**src/rtl/vid422_pkg.sv**
```systemverilog
package vid422_pkg;

  // Position of a word inside the four-word multiplex cycle.
  typedef enum logic [1:0] {
    PH_CB = 2'd0,
    PH_YC = 2'd1,  // luma cosited with the chroma pair
    PH_CR = 2'd2,
    PH_YI = 2'd3   // isolated luma
  } phase_e;

  function automatic phase_e phase_step(input phase_e cur);
    phase_e nxt;
    unique case (cur)
      PH_CB:   nxt = PH_YC;
      PH_YC:   nxt = PH_CR;
      PH_CR:   nxt = PH_YI;
      default: nxt = PH_CB;
    endcase
    return nxt;
  endfunction

endpackage

```
**src/rtl/vid422_rst_sync.sv**
```systemverilog
module vid422_rst_sync #(
  parameter int DEPTH = 2
) (
  input  logic clk,
  input  logic rst_n_in,
  output logic rst_n_out
);

  logic [DEPTH-1:0] chain_q;
  logic [DEPTH-1:0] chain_n;

  always_comb begin
    chain_n = {chain_q[DEPTH-2:0], 1'b1};
  end

  always_ff @(posedge clk or negedge rst_n_in) begin
    if (!rst_n_in) begin
      chain_q <= '0;
    end else begin
      chain_q <= chain_n;
    end
  end

  assign rst_n_out = chain_q[DEPTH-1];

endmodule

```
**src/rtl/vid422_phase_trk.sv**
```systemverilog
module vid422_phase_trk
  import vid422_pkg::*;
(
  input  logic   clk,
  input  logic   rst_n,
  input  logic   sync_in,
  output phase_e phase_cur,
  output logic   active,
  output logic   locked
);

  logic   sync_q,   sync_n;
  phase_e phase_q,  phase_n;
  logic   locked_q, locked_n;
  logic   sync_fall;

  // A sampled low after a sampled high marks the current word as Cb.
  always_comb begin
    sync_fall = sync_q & ~sync_in;
    phase_cur = sync_fall ? PH_CB : phase_q;
    active    = locked_q | sync_fall;
    sync_n    = sync_in;
    phase_n   = phase_step(phase_cur);
    locked_n  = locked_q | sync_fall;
  end

  always_ff @(posedge clk or negedge rst_n) begin
    if (!rst_n) begin
      sync_q   <= 1'b0;
      phase_q  <= PH_CB;
      locked_q <= 1'b0;
    end else begin
      sync_q   <= sync_n;
      phase_q  <= phase_n;
      locked_q <= locked_n;
    end
  end

  assign locked = locked_q;

endmodule

```
**src/rtl/vid422_capture.sv**
```systemverilog
module vid422_capture
  import vid422_pkg::*;
#(
  parameter int W = 10
) (
  input  logic         clk,
  input  logic         rst_n,
  input  logic         active,
  input  phase_e       phase_cur,
  input  logic [W-1:0] word_in,
  output logic         y_vld,
  output logic         c_vld,
  output logic [W-1:0] y_o,
  output logic [W-1:0] cb_o,
  output logic [W-1:0] cr_o
);

  logic [W-1:0] cb_hold_q, cb_hold_n;
  logic [W-1:0] yc_hold_q, yc_hold_n;
  logic         cb_hold_en, yc_hold_en;
  logic         grp_en, lum_en;
  logic [W-1:0] y_q,  y_n;
  logic [W-1:0] cb_q, cb_n;
  logic [W-1:0] cr_q, cr_n;
  logic         yv_q, yv_n;
  logic         cv_q, cv_n;

  // Enables written out per phase.
  always_comb begin
    cb_hold_en = active && (phase_cur == PH_CB);
    yc_hold_en = active && (phase_cur == PH_YC);
    grp_en     = active && (phase_cur == PH_CR);
    lum_en     = active && (phase_cur == PH_YI);
  end

  always_comb begin
    cb_hold_n = cb_hold_en ? word_in : cb_hold_q;
    yc_hold_n = yc_hold_en ? word_in : yc_hold_q;
    y_n       = y_q;
    cb_n      = cb_q;
    cr_n      = cr_q;
    yv_n      = 1'b0;
    cv_n      = 1'b0;
    if (grp_en) begin
      y_n  = yc_hold_q;
      cb_n = cb_hold_q;
      cr_n = word_in;
      yv_n = 1'b1;
      cv_n = 1'b1;
    end else if (lum_en) begin
      y_n  = word_in;
      yv_n = 1'b1;
    end
  end

  always_ff @(posedge clk or negedge rst_n) begin
    if (!rst_n) begin
      cb_hold_q <= '0;
      yc_hold_q <= '0;
      y_q       <= '0;
      cb_q      <= '0;
      cr_q      <= '0;
      yv_q      <= 1'b0;
      cv_q      <= 1'b0;
    end else begin
      cb_hold_q <= cb_hold_n;
      yc_hold_q <= yc_hold_n;
      y_q       <= y_n;
      cb_q      <= cb_n;
      cr_q      <= cr_n;
      yv_q      <= yv_n;
      cv_q      <= cv_n;
    end
  end

  assign y_vld = yv_q;
  assign c_vld = cv_q;
  assign y_o   = y_q;
  assign cb_o  = cb_q;
  assign cr_o  = cr_q;

endmodule

```
**src/rtl/vid422_out_pipe.sv**
```systemverilog
module vid422_out_pipe #(
  parameter int W      = 10,
  parameter int STAGES = 1
) (
  input  logic         clk,
  input  logic         rst_n,
  input  logic         y_vld_i,
  input  logic         c_vld_i,
  input  logic [W-1:0] y_i,
  input  logic [W-1:0] cb_i,
  input  logic [W-1:0] cr_i,
  output logic         y_vld_o,
  output logic         c_vld_o,
  output logic [W-1:0] y_o,
  output logic [W-1:0] cb_o,
  output logic [W-1:0] cr_o
);

  localparam int BW = 3 * W + 2;

  logic [BW-1:0] bundle_in;
  logic [BW-1:0] bundle_out;

  assign bundle_in = {y_vld_i, c_vld_i, y_i, cb_i, cr_i};

  generate
    if (STAGES == 0) begin : g_thru
      assign bundle_out = bundle_in;
    end else begin : g_regs
      logic [BW-1:0] stg_q [STAGES];
      logic [BW-1:0] stg_n [STAGES];

      always_comb begin
        stg_n[0] = bundle_in;
        for (int i = 1; i < STAGES; i++) begin
          stg_n[i] = stg_q[i-1];
        end
      end

      always_ff @(posedge clk or negedge rst_n) begin
        if (!rst_n) begin
          for (int i = 0; i < STAGES; i++) begin
            stg_q[i] <= '0;
          end
        end else begin
          for (int i = 0; i < STAGES; i++) begin
            stg_q[i] <= stg_n[i];
          end
        end
      end

      assign bundle_out = stg_q[STAGES-1];
    end
  endgenerate

  assign {y_vld_o, c_vld_o, y_o, cb_o, cr_o} = bundle_out;

endmodule

```
**src/rtl/vid422_splitter.sv**
```systemverilog
module vid422_splitter
  import vid422_pkg::*;
#(
  parameter int W          = 10,
  parameter int OUT_STAGES = 2,
  parameter int RST_DEPTH  = 2
) (
  input  logic         clk,
  input  logic         rst_n,
  input  logic [W-1:0] vid_word,
  input  logic         sync_in,
  output logic [W-1:0] y_out,
  output logic [W-1:0] cb_out,
  output logic [W-1:0] cr_out,
  output logic         y_vld,
  output logic         c_vld,
  output logic         locked
);

  // The capture stage is the first output register; the pipe adds the rest.
  localparam int EXTRA_STAGES = OUT_STAGES - 1;

  logic         rst_core_n;
  phase_e       phase_cur;
  logic         active;
  logic         cap_yv, cap_cv;
  logic [W-1:0] cap_y, cap_cb, cap_cr;

  vid422_rst_sync #(.DEPTH(RST_DEPTH)) u_rst (
    .clk       (clk),
    .rst_n_in  (rst_n),
    .rst_n_out (rst_core_n)
  );

  vid422_phase_trk u_phase (
    .clk       (clk),
    .rst_n     (rst_core_n),
    .sync_in   (sync_in),
    .phase_cur (phase_cur),
    .active    (active),
    .locked    (locked)
  );

  vid422_capture #(.W(W)) u_cap (
    .clk       (clk),
    .rst_n     (rst_core_n),
    .active    (active),
    .phase_cur (phase_cur),
    .word_in   (vid_word),
    .y_vld     (cap_yv),
    .c_vld     (cap_cv),
    .y_o       (cap_y),
    .cb_o      (cap_cb),
    .cr_o      (cap_cr)
  );

  vid422_out_pipe #(.W(W), .STAGES(EXTRA_STAGES)) u_pipe (
    .clk     (clk),
    .rst_n   (rst_core_n),
    .y_vld_i (cap_yv),
    .c_vld_i (cap_cv),
    .y_i     (cap_y),
    .cb_i    (cap_cb),
    .cr_i    (cap_cr),
    .y_vld_o (y_vld),
    .c_vld_o (c_vld),
    .y_o     (y_out),
    .cb_o    (cb_out),
    .cr_o    (cr_out)
  );

endmodule

```
**config.mk**
```make
export PLATFORM = sky130hd
export DESIGN_NAME = vid422_splitter
export DESIGN_NICKNAME = d
export VERILOG_FILES = /design/src/rtl/vid422_pkg.sv /design/src/rtl/vid422_rst_sync.sv /design/src/rtl/vid422_phase_trk.sv /design/src/rtl/vid422_capture.sv /design/src/rtl/vid422_out_pipe.sv /design/src/rtl/vid422_splitter.sv
export SDC_FILE = /design/constraint.sdc
export NUM_CORES = 1
export LEC_CHECK = 0
export BUFFER_PORTS_ARGS = -buffer_cell sky130_fd_sc_hd__buf_2
export CELL_PAD_IN_SITES_DETAIL_PLACEMENT = 0
export CELL_PAD_IN_SITES_GLOBAL_PLACEMENT = 1
export CORE_MARGIN = 1.5
export CORE_UTILIZATION = 40
export CTS_BUF_LIST = sky130_fd_sc_hd__clkbuf_8
export DETAILED_ROUTE_END_ITERATION = 7
export PLACE_DENSITY_LB_ADDON = 0.1
export SLEW_MARGIN = 20
export SYNTH_ARGS = -nofsm -noshare
export SYNTH_HDL_FRONTEND = slang
export SYNTH_SLANG_ARGS = --single-unit
```
**constraint.sdc**
```tcl
create_clock -name clk -period 3.8 [get_ports clk]
set_input_delay 0.76 -clock clk [delete_from_list [all_inputs] [get_ports clk]]
set_output_delay 0.76 -clock clk [all_outputs]
set_load 0.1 [all_outputs]
```
Yosys cells after proc, flatten, opt, wreduce, memory -nomap -nowiden
Cells that the tools add are included.

word-level totals
  register bits = 90
  input bits = 13
  output and inout bits = 33

operators by class
  eq/ne operators = 3
  muxes and demuxes = 7
  bitwise gates (word level) = 3
  reduce and logical (&&, ||, !) cells = 6

operators by type and width
  operator                                                         count
  10-bit 2-to-1 mux                                                2
  2-bit case mux with 3 select lines                               1
  2-bit == test, second input constant                             2
  1-bit logical AND                                                4
  1-bit 2-to-1 mux                                                 3
  2-bit by 1-bit == test with 1-bit output, second input constant  1
  2-bit zero test                                                  1
  2-bit 2-to-1 mux                                                 1
  2-bit nonzero test                                               1
  1-bit AND                                                        1
  1-bit inverter                                                   1
  1-bit OR                                                         1

Depth between registers and ports, before layout
  depth after elaboration = 7
  mapped depth = 9
  gate-level depth less buffers = 7

Modules after synthesis
From an unflattened synthesis, not the netlist that was laid out.

unflattened totals
  cell total of the unflattened synthesis = 181
  area total of the unflattened synthesis = 3223.1 um^2

modules (own cells, without submodules)
  module            times used  cells an instance  area an instance (um^2)  sequential area each (um^2)
  vid422_capture    1           135                2215.9                   1301.2
  vid422_out_pipe   1           32                 800.8                    800.8
  vid422_phase_trk  1           11                 152.6                    100.1
  vid422_rst_sync   1           3                  53.8                     50.0

Least setup slack after synthesis
No wires, ideal clock.

  kind = input to register
  from = input sync_in
  to = register u_cap.cb_q[0], in the netlist u_cap.cb_o[0]
  data arrival time = 2.115 ns
  data required time = 3.675 ns
  setup slack = 1.560 ns
  stages = 8
  cells stage by stage = nand2b_1 > buf_2 > nand2_1 > inv_1 > ha_1 > o21ai_4 > buf_6 > mux2_4

on the way
  longest elaborated chain between the ends = 5
  elaborated cells between the ends (all ways) = 6
  classes of those cells = eq/ne: 1; mux: 1; bitwise: 3; reduce/logical: 1

ends and longest elaborated chain
  element                RTL line                text
  from (decl)            vid422_splitter.sv:11   input logic sync_in,
  1-bit inverter (*)     vid422_phase_trk.sv:19  sync_fall = sync_q & ~sync_in;
  1-bit AND (*)          vid422_phase_trk.sv:19
  2-bit 2-to-1 mux       vid422_phase_trk.sv:20  phase_cur = sync_fall ? PH_CB : phase_q;
  2-bit == test          vid422_capture.sv:32    grp_en = active && (phase_cur == PH_CR);
  1-bit logical AND (*)  vid422_capture.sv:32
  to (signal assigned)   vid422_capture.sv:69    cb_q <= cb_n;
  to (decl)              vid422_capture.sv:23    logic [W-1:0] cb_q, cb_n;

Every way passes the cells marked *; elsewhere a longest branch is shown, timed or not.
A chain may end at the register's enable or synchronous reset.

Final worst setup path
  from = input sync_in
  to = register u_cap.y_q[9], in the netlist u_cap.y_o[9]

on the way
  longest elaborated chain between the ends = 6
  elaborated cells between the ends (all ways) = 10
  classes of those cells = eq/ne: 2; mux: 2; bitwise: 3; reduce/logical: 3

ends and longest elaborated chain
  element                                                  RTL line                                    text
  1-bit inverter (*)                                       vid422_phase_trk.sv:19
  1-bit AND (*)                                            vid422_phase_trk.sv:19
  2-bit 2-to-1 mux                                         vid422_phase_trk.sv:20
  2-bit == test (on tied branches)                         vid422_capture.sv:32, vid422_capture.sv:33
  1-bit logical AND (on tied branches)                     vid422_capture.sv:32, vid422_capture.sv:33
  10-bit 2-to-1 mux or 2-bit nonzero test (tied branches)  -
  to (signal assigned)                                     vid422_capture.sv:68                        y_q <= y_n;
  to (decl)                                                vid422_capture.sv:22                        logic [W-1:0] y_q, y_n;

Marked as above.

==> out/qor.txt <==
Yosys warnings = 0
die outline width = 94.1 microns
routed metal-1 wire length = 2.55 mm
post-cts resize count = 0
count of cell types in the netlist = 19
ys flop type = dfrtp_1
R2R Setup Slk = 1.28 ns
ratio of final minimum period to clock period = 72.5%
area grow syn2layout = 16.0%
post-layout min period = 2.75 ns
relative slew slack = 36.4%
Worst-Skew Late Latency = 0.36 ns
Max Freq = 363 MHz
Buffers on Ports = 45
final-layout fill cell count = 742
clock-pin slew on the worst setup and hold paths = 0.10 ns
postcts setup bufs = 0
Setup CP Type = input port to flip-flop
Die Area = 8850 sq um
DR WL met2 = 2.78 mm
vias in the first global route = 1,778
synth cell count leaders = dfrtp_1, mux2_2, o211ai_1
CP arrival = 3.04 ns
Cell Area, Synth = 3320 sq um
initial antenna violation count = 0
layout cell share with drive strength beyond 1 = 40.9%
routed via count = 1,825
Largest stage delay, worst path = 0.66 ns
Syn Nets = 231
GPL Wtd Cong = 0.791
clk_skew = 0.0120 ns
Die H = 94.1 microns
final hold vios = 0
Worst Hold Class = input port to asynchronous set/reset pin
sequential share of the synthesized area = 67.9%
critical path's slowest cell = nor2b_1
total grt overflow = 0
H-tree levels = 3
Avg WL per Cell = 15.4 microns
row cnt = 33
final core occ = 47.3%
CTS tree = built
Final ANT Viol Nets = 0
worst path required time = 4.09 ns
DRC Markers = 0
area share of the largest cell type after synthesis = 67.9%
top sig layer = met4
Via density = 4.95
Core Area = 8130 sq um
Synth Area per Inst = 15.5 sq um
buffer depth of the longest clock path = 2
Max-Cap Viols = 0
first-pass GRT wire length = 9.34 mm
wirelength, routed = 5.67 mm
1st-iter DRT viols = 64
startpoint types = input port
antenna cells = 0
Max Slew Vio Count = 0
RSZ-0062 raised after global routing = no
NumNets Final = 276
worst-path maximum fanout = 15
hold_buf cts = 0
total global-route track usage = 14.2%
asr flop ratio synth = 100%
# clock sinks = 90
Clock Tree Root = clkbuf_8
Post-synth EDFFs = 0
largest net degree at the start of global routing = 64
I/O Pins = 46
status = completed
CTS buffer count = 9
Least-Margin Pin Slew = 0.950 ns
Synth Instances = 214
most area-consuming cells after synthesis = dfrtp_1, mux2_4, mux2_2
final worst-path setup slack = 1.05 ns
DR pass1 iterations = 4
Initial Util = 40.8%
most frequent cell after synthesis = dfrtp_1
final setup TNS = 0 ns
met3 wire length = 240 microns
DP Wirelength = 3.67 mm
Synth area leader = dfrtp_1
Crit. End Element = flip-flop
final setup violation count = 0
crit-path cells = buf_2, nand2b_1, nand2_1, inv_1, ha_1, nor2b_1, o211ai_1, nand4_1
Setup WS pre-CTS = 0.667 ns
hold slack final = 0.162 ns
Synth Register Bits = 90
==> final timing paths <==
path | from | to | cells after the start
max in group asynchronous | u_rst.chain_q[1]$_DFF_PN0_ | u_pipe.bundle_out[19]$_DFF_PN0_ | 1
min in group clk | u_rst.chain_q[0]$_DFF_PN0_ | u_rst.chain_q[1]$_DFF_PN0_ | 0
worst min register to register | u_rst.chain_q[0]$_DFF_PN0_ | u_rst.chain_q[1]$_DFF_PN0_ | 0
worst max register to register | u_phase.sync_q$_DFF_PN0_ | u_cap.cr_o[8]$_DFFE_PN0P_ | 6
worst max-delay path | sync_in | u_cap.y_o[9]$_DFFE_PN0P_ | 8
worst min-delay path | rst_n | u_rst.chain_q[1]$_DFF_PN0_ | 1
==> logic make-up (layout without fill, tap and decap cells) <==
| logic type | count (synthesis) | count (layout) | synth area share (%) |
|---|---|---|---|
| other cells | 1 | 1 | 0.113 |
| compound gates | 24 | 24 | 6.15 |
| fa+ha+maj | 4 | 4 | 1.51 |
| simple gates | 38 | 38 | 5.88 |
| flops | 90 | 90 | 67.9 |
| mux | 40 | 40 | 15.7 |
| buf+inv | 17 | 67 | 2.72 |
==> area by class of cell <==
type                       instances  area [sq um]  share of cell area [%]
sequential                        90          2260                    58.6
inverter                           4          15.0                   0.390
multi-input combinational        107           975                    25.3
clock inverter                     7           108                    2.80
clock buffer                       9           124                    3.22
timing repair buffer              47           240                    6.24
tap                              105           131                    3.41
==> through the flow <==
stage | cells | cell area, sq um
after floorplan | 214 | 3320
after global placement | 353 | 3620
after detailed placement | 353 | 3620
after CTS | 369 | 3850
after global routing | 369 | 3850
final | 369 | 3850
==> state kept, by name, summed over array words and instances, names as in the netlist <==
register	flops
u_phase.locked	1
u_cap.c_vld	1
u_cap.cb_o	10
u_rst.chain_q	2
u_pipe.bundle_out	32
u_cap.cr_o	10
u_cap.yc_hold_q	10
u_cap.y_vld	1
u_cap.cb_hold_q	10
u_phase.phase_q	2
u_phase.sync_q	1
u_cap.y_o	10
==> critical path: cells and delay by family <==
family,cells,cell delay [ns]
simple gates,4,1.48
fa+ha+maj,1,0.38
compound gates,1,0.21
buf+inv,2,0.20
==> layout by cell type, fill, tap and decap left out, drive strengths merged <==
cell type  count
clkinv         2
mux2          40
o211ai        20
buf           47
dfrtp         90
clkbuf         9
nor2b          2
nand4         10
nor2           1
nand2b         1
nand3         10
o21ai          3
conb           1
nand2         14
bufinv         2
inv            7
a21oi          1
ha             4
==> metal layers <==
| layer | global-route usage [%] | up-vias |
|---|---|---|
| met5 | 0 | - |
| met4 | 6.34 | 0 |
| met3 | 2.91 | 9 |
| met2 | 21.5 | 45 |
| met1 | 19.8 | 926 |
| li1 | - | 845 |
Power is not shown: default switching activity piles up to over one toggle a cycle in this logic, so the estimate is an artifact.
